[config.mk]
export PLATFORM = sky130hd
export DESIGN_NAME = lnk_sync_bank_ctl
export DESIGN_NICKNAME = d
export VERILOG_FILES = /design/src/rtl/lsc_pkg.sv /design/src/rtl/lsc_period_gen.sv /design/src/rtl/lsc_stage_reg.sv /design/src/rtl/lsc_bank_arm.sv /design/src/rtl/lnk_sync_bank_ctl.sv
export SDC_FILE = /design/constraint.sdc
export NUM_CORES = 1
export LEC_CHECK = 0
export BUFFER_PORTS_ARGS = -buffer_cell sky130_fd_sc_hd__buf_2
export CORE_UTILIZATION = 40
export CTS_BUF_LIST = sky130_fd_sc_hd__clkbuf_4
export CTS_CLUSTER_SIZE = 30
export DETAILED_ROUTE_END_ITERATION = 10
export HOLD_SLACK_MARGIN = 0.06
export PLACE_DENSITY_LB_ADDON = 0.12
export SYNTH_ARGS = -nofsm -noshare
export SYNTH_HDL_FRONTEND = slang
export SYNTH_SLANG_ARGS = --single-unit
[constraint.sdc]
create_clock -name clk -period 2.2 [get_ports clk]
set_input_delay 0.22 -clock clk [delete_from_list [all_inputs] [get_ports clk]]
set_output_delay 0.22 -clock clk [all_outputs]
set_load 0.02 [all_outputs]
[src/rtl/lsc_pkg.sv]
package lsc_pkg;
    // Control word field positions (decoded by software, so they are fixed)
    localparam int PER_W     = 15;
    localparam int FLAG_BIT  = 15;
    localparam int ARM_LSB   = 16;
    localparam int MAX_LINKS = 4;
    localparam int GO_BIT    = 24;
    localparam int WORD_W    = 32;
    localparam logic [PER_W-1:0] RST_PERIOD = 15'h176F;
endpackage

[src/rtl/lsc_period_gen.sv]
module lsc_period_gen
    import lsc_pkg::*;
#(
    parameter logic [PER_W-1:0] INIT_PERIOD = RST_PERIOD
) (
    input  logic             clk,
    input  logic             rst,
    input  logic [PER_W-1:0] stage_val,
    input  logic             upd_pend,
    output logic             sync_pulse,
    output logic             apply_o
);
    typedef struct packed {
        logic [PER_W-1:0] act;
        logic [PER_W-1:0] cnt;
    } pg_state_t;

    pg_state_t s_d, s_q;
    logic      tick;

    always_comb begin
        s_d  = s_q;
        tick = (s_q.cnt == s_q.act);
        if (tick) begin
            s_d.cnt = '0;
            if (upd_pend) begin
                s_d.act = stage_val;
            end
        end else begin
            s_d.cnt = s_q.cnt + 1'b1;
        end
    end

    always_ff @(posedge clk) begin
        if (rst) begin
            s_q.act <= INIT_PERIOD;
            s_q.cnt <= '0;
        end else begin
            s_q <= s_d;
        end
    end

    assign sync_pulse = tick;
    assign apply_o    = tick & upd_pend;
endmodule

[src/rtl/lsc_stage_reg.sv]
module lsc_stage_reg
    import lsc_pkg::*;
#(
    parameter logic [PER_W-1:0] INIT_PERIOD = RST_PERIOD
) (
    input  logic             clk,
    input  logic             rst,
    input  logic             wr_en,
    input  logic [PER_W-1:0] wr_period,
    input  logic             wr_flag,
    input  logic             apply_i,
    output logic [PER_W-1:0] period_o,
    output logic             flag_o
);
    typedef struct packed {
        logic [PER_W-1:0] per;
        logic             flag;
    } st_state_t;

    st_state_t s_d, s_q;

    always_comb begin
        s_d = s_q;
        if (apply_i) begin
            s_d.flag = 1'b0;
        end
        if (wr_en) begin
            s_d.per = wr_period;
            if (wr_flag) begin
                s_d.flag = 1'b1;
            end
        end
    end

    always_ff @(posedge clk) begin
        if (rst) begin
            s_q.per  <= INIT_PERIOD;
            s_q.flag <= 1'b0;
        end else begin
            s_q <= s_d;
        end
    end

    assign period_o = s_q.per;
    assign flag_o   = s_q.flag;
endmodule

[src/rtl/lsc_bank_arm.sv]
module lsc_bank_arm #(
    parameter int NUM_LINKS = 4
) (
    input  logic                 clk,
    input  logic                 rst,
    input  logic                 wr_en,
    input  logic [NUM_LINKS-1:0] wr_arm,
    input  logic                 wr_go,
    input  logic                 boundary,
    output logic [NUM_LINKS-1:0] arm_o,
    output logic                 go_o,
    output logic [NUM_LINKS-1:0] strobe_o
);
    typedef struct packed {
        logic [NUM_LINKS-1:0] arm;
        logic [NUM_LINKS-1:0] mask;
        logic                 go;
    } ba_state_t;

    ba_state_t            s_d, s_q;
    logic [NUM_LINKS-1:0] group;

    always_comb begin
        s_d   = s_q;
        group = s_q.arm | wr_arm;
        if (boundary && s_q.go) begin
            s_d.go   = 1'b0;
            s_d.mask = '0;
        end
        if (wr_en) begin
            s_d.arm = wr_arm;
            if (wr_go) begin
                s_d.arm = '0;
                if (group != '0) begin
                    s_d.go   = 1'b1;
                    s_d.mask = s_d.mask | group;
                end
            end
        end
    end

    always_ff @(posedge clk) begin
        if (rst) begin
            s_q <= '0;
        end else begin
            s_q <= s_d;
        end
    end

    assign arm_o    = s_q.arm;
    assign go_o     = s_q.go;
    assign strobe_o = (boundary && s_q.go) ? s_q.mask : '0;
endmodule

[src/rtl/lnk_sync_bank_ctl.sv]
module lnk_sync_bank_ctl
    import lsc_pkg::*;
#(
    parameter int               NUM_LINKS   = 4,
    parameter logic [PER_W-1:0] INIT_PERIOD = RST_PERIOD
) (
    input  logic                 clk,
    input  logic                 rst,
    input  logic                 wr_en,
    input  logic [WORD_W-1:0]    wr_data,
    output logic [WORD_W-1:0]    rd_data,
    output logic                 sync_pulse,
    output logic [NUM_LINKS-1:0] bank_strobe
);
    logic [PER_W-1:0]     period_w;
    logic                 flag_w;
    logic                 apply_w;
    logic                 pulse_w;
    logic [NUM_LINKS-1:0] arm_w;
    logic                 go_w;
    logic                 unused_bits;

    assign unused_bits = ^{wr_data[WORD_W-1:GO_BIT+1], wr_data[GO_BIT-1:ARM_LSB]};

    lsc_stage_reg #(.INIT_PERIOD(INIT_PERIOD)) u_stage (
        .clk       (clk),
        .rst       (rst),
        .wr_en     (wr_en),
        .wr_period (wr_data[PER_W-1:0]),
        .wr_flag   (wr_data[FLAG_BIT]),
        .apply_i   (apply_w),
        .period_o  (period_w),
        .flag_o    (flag_w)
    );

    lsc_period_gen #(.INIT_PERIOD(INIT_PERIOD)) u_pgen (
        .clk        (clk),
        .rst        (rst),
        .stage_val  (period_w),
        .upd_pend   (flag_w),
        .sync_pulse (pulse_w),
        .apply_o    (apply_w)
    );

    lsc_bank_arm #(.NUM_LINKS(NUM_LINKS)) u_arm (
        .clk      (clk),
        .rst      (rst),
        .wr_en    (wr_en),
        .wr_arm   (wr_data[ARM_LSB +: NUM_LINKS]),
        .wr_go    (wr_data[GO_BIT]),
        .boundary (pulse_w),
        .arm_o    (arm_w),
        .go_o     (go_w),
        .strobe_o (bank_strobe)
    );

    always_comb begin
        rd_data                        = '0;
        rd_data[PER_W-1:0]             = period_w;
        rd_data[FLAG_BIT]              = flag_w;
        rd_data[ARM_LSB +: NUM_LINKS]  = arm_w;
        rd_data[GO_BIT]                = go_w;
    end

    assign sync_pulse = pulse_w;
endmodule

### Yosys cells after proc, flatten, opt, wreduce, memory -nomap -nowiden

Cells that the tools add are included.

| word-level totals | value |
|---|---|
| flip-flop bits (word level) | 55 |
| input bits | 35 |
| output and inout bits | 37 |
| logic and storage cells | 24 |

| operators by class | value |
|---|---|
| $add $sub $neg | 1 |
| eq/ne operators | 1 |
| muxes and demuxes | 8 |
| bitwise gates (word level) | 3 |
| reduce and logical (&&, ||, !) cells | 4 |

Operators by type and width:

| cell | number |
|---|---|
| $add A15 B1 Y15 const B | 1 |
| $eq A15 B15 Y1 | 1 |
| $mux W5 | 3 |
| $mux W9 | 1 |
| $or A4 B4 Y4 | 2 |
| $mux W4 | 1 |
| $reduce_bool A4 Y1 | 1 |
| $mux W1 | 3 |
| $reduce_and A2 Y1 | 1 |
| $reduce_or A2 Y1 | 1 |
| $and A1 B1 Y1 | 1 |
| $logic_and A1 B1 Y1 | 1 |

### Longest topological paths before layout

| depth | value |
|---|---|
| depth after elaboration | 7 |
| gate-level depth with buffers | 6 |
| gate-level depth less buffers | 5 |

### By module

From an unflattened synthesis, not the netlist that was laid out.

| second synthesis, totals | value |
|---|---|
| cells, all modules | 279 |
| area, all modules | 2623.8 um^2 |

Modules (own cells, without submodules):

| module | times used | cells each | area an instance (um^2) | seq. area each (um^2) |
|---|---|---|---|---|
| lsc_period_gen | 1 | 163 | 1497.7 | 600.6 |
| lsc_stage_reg | 1 | 53 | 613.1 | 320.3 |
| lsc_bank_arm | 1 | 49 | 411.6 | 180.2 |
| lnk_sync_bank_ctl | 1 | 14 | 101.3 | 0.0 |

### Worst setup path before layout

No wires, ideal clock.

| timing path | value |
|---|---|
| path type | reg2out |
| from | reg u_pgen.s_q[2] in the netlist's numbering |
| to | out bank_strobe[0] |
| arrival | 1.853 ns |
| required time | 1.980 ns |
| setup slack | 0.127 ns |
| stages on the path, launching flop included | 7 |
| path buffers | 2 |
| cells stage by stage | dfxtp_1 > buf_6 > xnor2_4 > nand4_4 > or4_1 > buf_2 > nor3_1 |

| on the way | value |
|---|---|
| longest elaborated chain between the ends | 3 |

RTL lines:

| what | RTL line | text |
|---|---|---|
| start: declaration | lsc_period_gen.sv:18 | `pg_state_t s_d, s_q;` |
| $eq A15 B15 Y1 | lsc_period_gen.sv:23 | `tick = (s_q.cnt == s_q.act);` |
| $logic_and A1 B1 Y1 | lsc_bank_arm.sv:52 | `assign strobe_o = (boundary && s_q.go) ? s_q.mask : '0;` |
| $mux W4 | lsc_bank_arm.sv:52 |  |
| end: declaration | lnk_sync_bank_ctl.sv:13 | `output logic [NUM_LINKS-1:0] bank_strobe` |

No other way between the ends.

### Final worst setup path

| timing path | value |
|---|---|
| from | reg u_pgen.s_q[4] in the netlist's numbering |
| to | out bank_strobe[2] |

The elaborated chain is that of the path after synthesis.

==> results.json <==
{
  "status": "finished with violations",
  "failed_checks": "negative setup slack",
  "worst_slack_ns": -0.0139,
  "n_antenna_cell": 0,
  "p_int_w": 0.00136,
  "crit_fanout": 6,
  "r2r_start": "u_pgen.s_q[4]$_SDFF_PP0_",
  "hold_depth": 3,
  "ys_seq_elements": 55,
  "port_buffers": 49,
  "critPathLaunchType": "flip-flop",
  "synth_edf_count": 0,
  "clock-sinks": 55,
  "ctsLongestPathBuffers": 2,
  "critPathRequiredTime_ns": 1.98,
  "finalClockSkew_ns": 0.0114,
  "p_leak_nw": 1.35,
  "firstDrtPassIters": 4,
  "whs_ns": 0.0644,
  "reg2reg_setup_slack_ns": 0.44,
  "place_congestion": 0.754,
  "placed_cell_area_mm2": 0.00287,
  "detail-route-antenna-nets": 0,
  "vdd_drop_max_mv": 0.405,
  "setup_viol": 3,
  "hold_viol_final": 0,
  "max_clock_freq_mhz": 452,
  "synthArstFlopShare_pct": 0,
  "dp.cells": 394,
  "syn_avg_cell_area_um2": 9.40,
  "vias": 1984,
  "switchingPower_w": 0.000477,
  "clk_latency_ns": 0.38,
  "synth_area_mm2": 0.00259,
  "fin_crit_sh_pct": 101,
  "p_per_area_mw_per_mm2": 567,
  "fin_nets": 377,
  "cp.arrival_ns": 1.99,
  "power_frac_seq_pct": 57.0,
  "ys_warn_count": 0,
  "min_period_ns": 2.21,
  "cts_buffers": 5,
  "core_area_mm2": 0.00610,
  "p_clk_share_pct": 30.8,
  "final_area_mm2": 0.00324,
  "rows": 28,
  "vias_per_cell": 4.76,
  "worstReg2RegEnd": "u_pgen.s_q[23]$_SDFFE_PP1P_",
  "route.detailed.drc": 0,
  "crit_type": "reg2out",
  "ys_types": 36,
  "synthFlopType": "dfxtp_1",
  "cp-end-kind": "primary output",
  "grt_start_max_net_pins": 35,
  "drive_gt1_share_pct": 33.9,
  "drv_slew": 0,
  "track_usage_pct": 16.0,
  "grt_pass1_wl_mm": 8.21,
  "cts_tree": "yes",
  "drt_wl_total_mm": 5.21,
  "start_util_pct": 42.5,
  "crit_path_start": "u_pgen.s_q[4]$_SDFF_PP0_",
  "cap_violations": 0,
  "rsz0062_at_grt": "yes",
  "ios": 72,
  "ctsRootBufferMaster": "clkbuf_4",
  "drt-wirelength-per-cell_um": 12.5,
  "hold_class": "in2reg",
  "synth-seq-area-share_pct": 42.5,
  "worst-r2r-cell-count": 6,
  "htreeDepth": 2,
  "syn_inst": 276,
  "path_clk_slew_ns": 0.16,
  "endpoint": "bank_strobe[2]",
  "antenna_found_initial": 0,
  "dp_hpwl_mm": 3.51,
  "worst_slew_pin_slew_ns": 0.579,
  "fp.dieW_um": 82.5,
  "die_area_mm2": 0.00681,
  "first_iter_violations": 58,
  "n_fill_cell": 582,
  "grt_overflow": 0,
  "syn_to_final_growth_pct": 24.8,
  "p_comb_share_pct": 12.2,
  "switching_share_pct": 25.9,
  "stdcell_count": 417,
  "grt_pass1_vias": 1788,
  "dieHeight_um": 82.5,
  "max-slew-margin-rel_pct": 61.4
}
-- metrics by stage --
stage | setup TNS (ns) | setup slack (ns) | total power [W] | util [%]
6_report | -0.0407 | -0.0139 | 0.00184 | 53.1
5_1_grt | -0.400 | -0.107 | 0.00192 | 53.1
4_1_cts | -0.0538 | -0.0179 | 0.00185 | 51.4
3_5_place_dp | 0 | 0.219 | 0.00128 | 47.1
3_3_place_gp | 0 | 0.216 | 0.00127 | 47.1
2_1_floorplan | 0 | 0.127 | 0.00123 | -
-- timing repair --
item / in CTS / in global routing
hold buffers: 12 / 1
endpoints found under the hold margin: 12 / 1
setup buffers: 1 / 1
resized for setup: 16 / 26
pin swaps: 1 / 5
setup endpoints to repair: 5 / 5
-- worst max-delay path: stages (launching register included) --
cell and delay (ns):
dfxtp_4 0.38, xnor2_2 0.17, nand4_2 0.13, or4_4 0.63
nor3_2 0.13, buf_4 0.16
-- power by group through the flow --
stage / Clock, W / Sequential, W / Combinational, W
finish: 0.000566 / 0.00105 / 0.000224
global route: 0.000625 / 0.00105 / 0.000248
CTS: 0.000582 / 0.00105 / 0.000221
detailed placement: 0 / 0.00107 / 0.000204
global placement: 0 / 0.00107 / 0.000202
floorplan: 0 / 0.00109 / 0.000140
-- sequential cells by signal, summed over array words and instances, names as in the netlist --
name              cells
u_arm.arm_o           4
u_arm.s_q             4
u_pgen.s_q           30
u_stage.flag_o        1
u_arm.go_o            1
u_stage.period_o     15
-- synth_stat cells (all sizes together) (2+ instances only) --
master / number / area [um^2]
a21oi: 5 / 25.0
and3: 3 / 18.8
buf: 24 / 180
clkbuf: 6 / 22.5
dfxtp: 55 / 1100
inv: 8 / 30.0
mux2i: 30 / 300
nand2: 24 / 90.1
nand3: 9 / 45.0
nand4: 6 / 65.1
nor2: 47 / 176
nor2b: 5 / 31.3
nor3: 6 / 30.0
nor4: 5 / 46.3
o32ai: 4 / 35.0
or4: 2 / 15.0
xnor2: 24 / 259
xor2: 3 / 26.3
-- cells in the final DEF (no fill, tap or decap), types with 4 or more instances in the layout --
| cell | instances |
|---|---|
| inv_1 | 8 |
| dfxtp_1 | 36 |
| xnor2_1 | 10 |
| conb_1 | 11 |
| nor2_1 | 47 |
| nor2b_1 | 5 |
| clkbuf_4 | 5 |
| buf_4 | 21 |
| o32ai_1 | 4 |
| dfxtp_2 | 16 |
| nand2_1 | 24 |
| a21oi_1 | 5 |
| buf_2 | 44 |
| nor4_1 | 4 |
| dlygate4sd3_1 | 13 |
| mux2i_1 | 30 |
| nand3_1 | 8 |
| nor3_2 | 4 |
| xnor2_2 | 13 |
-- metal layers --
| metal | share of wire, % | vias to the layer above | routed length (um) | global-route usage, % |
|---|---|---|---|---|
| li1 | - | 1025 | - | - |
| met1 | 48 | 909 | 2490 | 20.9 |
| met2 | 48 | 42 | 2490 | 26.5 |
| met3 | 3.1 | 8 | 161 | 2.97 |
| met4 | 1.4 | 0 | 72 | 5.17 |
| met5 | 0 | - | 0 | 0 |
-- area by class of cell --
type / instances / area, um^2 / area share [%]
repair buffers: 78 / 508 / 15.7
flip-flops and latches: 55 / 1130 / 35.0
multi-input cells: 193 / 1390 / 43.0
well taps: 75 / 93.8 / 2.90
inverters: 8 / 30.0 / 0.927
clock buffers: 5 / 37.5 / 1.16
clock inverters: 3 / 42.5 / 1.31
-- worst min-delay path by stage --
| stage | end | from |
|---|---|---|
| floorplan | u_stage.period_o[10]$_SDFFE_PP1P_ | wr_data[10] |
| global placement | u_stage.period_o[3]$_SDFFE_PP1P_ | wr_data[3] |
| detailed placement | u_stage.period_o[6]$_SDFFE_PP1P_ | wr_data[6] |
| CTS | u_stage.period_o[7]$_SDFFE_PP0P_ | wr_data[7] |
| global route | u_stage.period_o[4]$_SDFFE_PP0P_ | wr_data[4] |
| finish | u_stage.period_o[14]$_SDFFE_PP0P_ | wr_data[14] |
-- logic make-up after synthesis --
group	count (synthesis)	synth area share, %
DFF	55	42.5
and+or+nand+nor	110	20.7
AOI/OAI and AO/OA	14	4.63
buffers and inverters	38	8.97
adders and majority gates	1	0.482
muxes	30	11.6
other	1	0.145
xor gates and xnor gates	27	11.0
(Power assumes the default switching activity.)
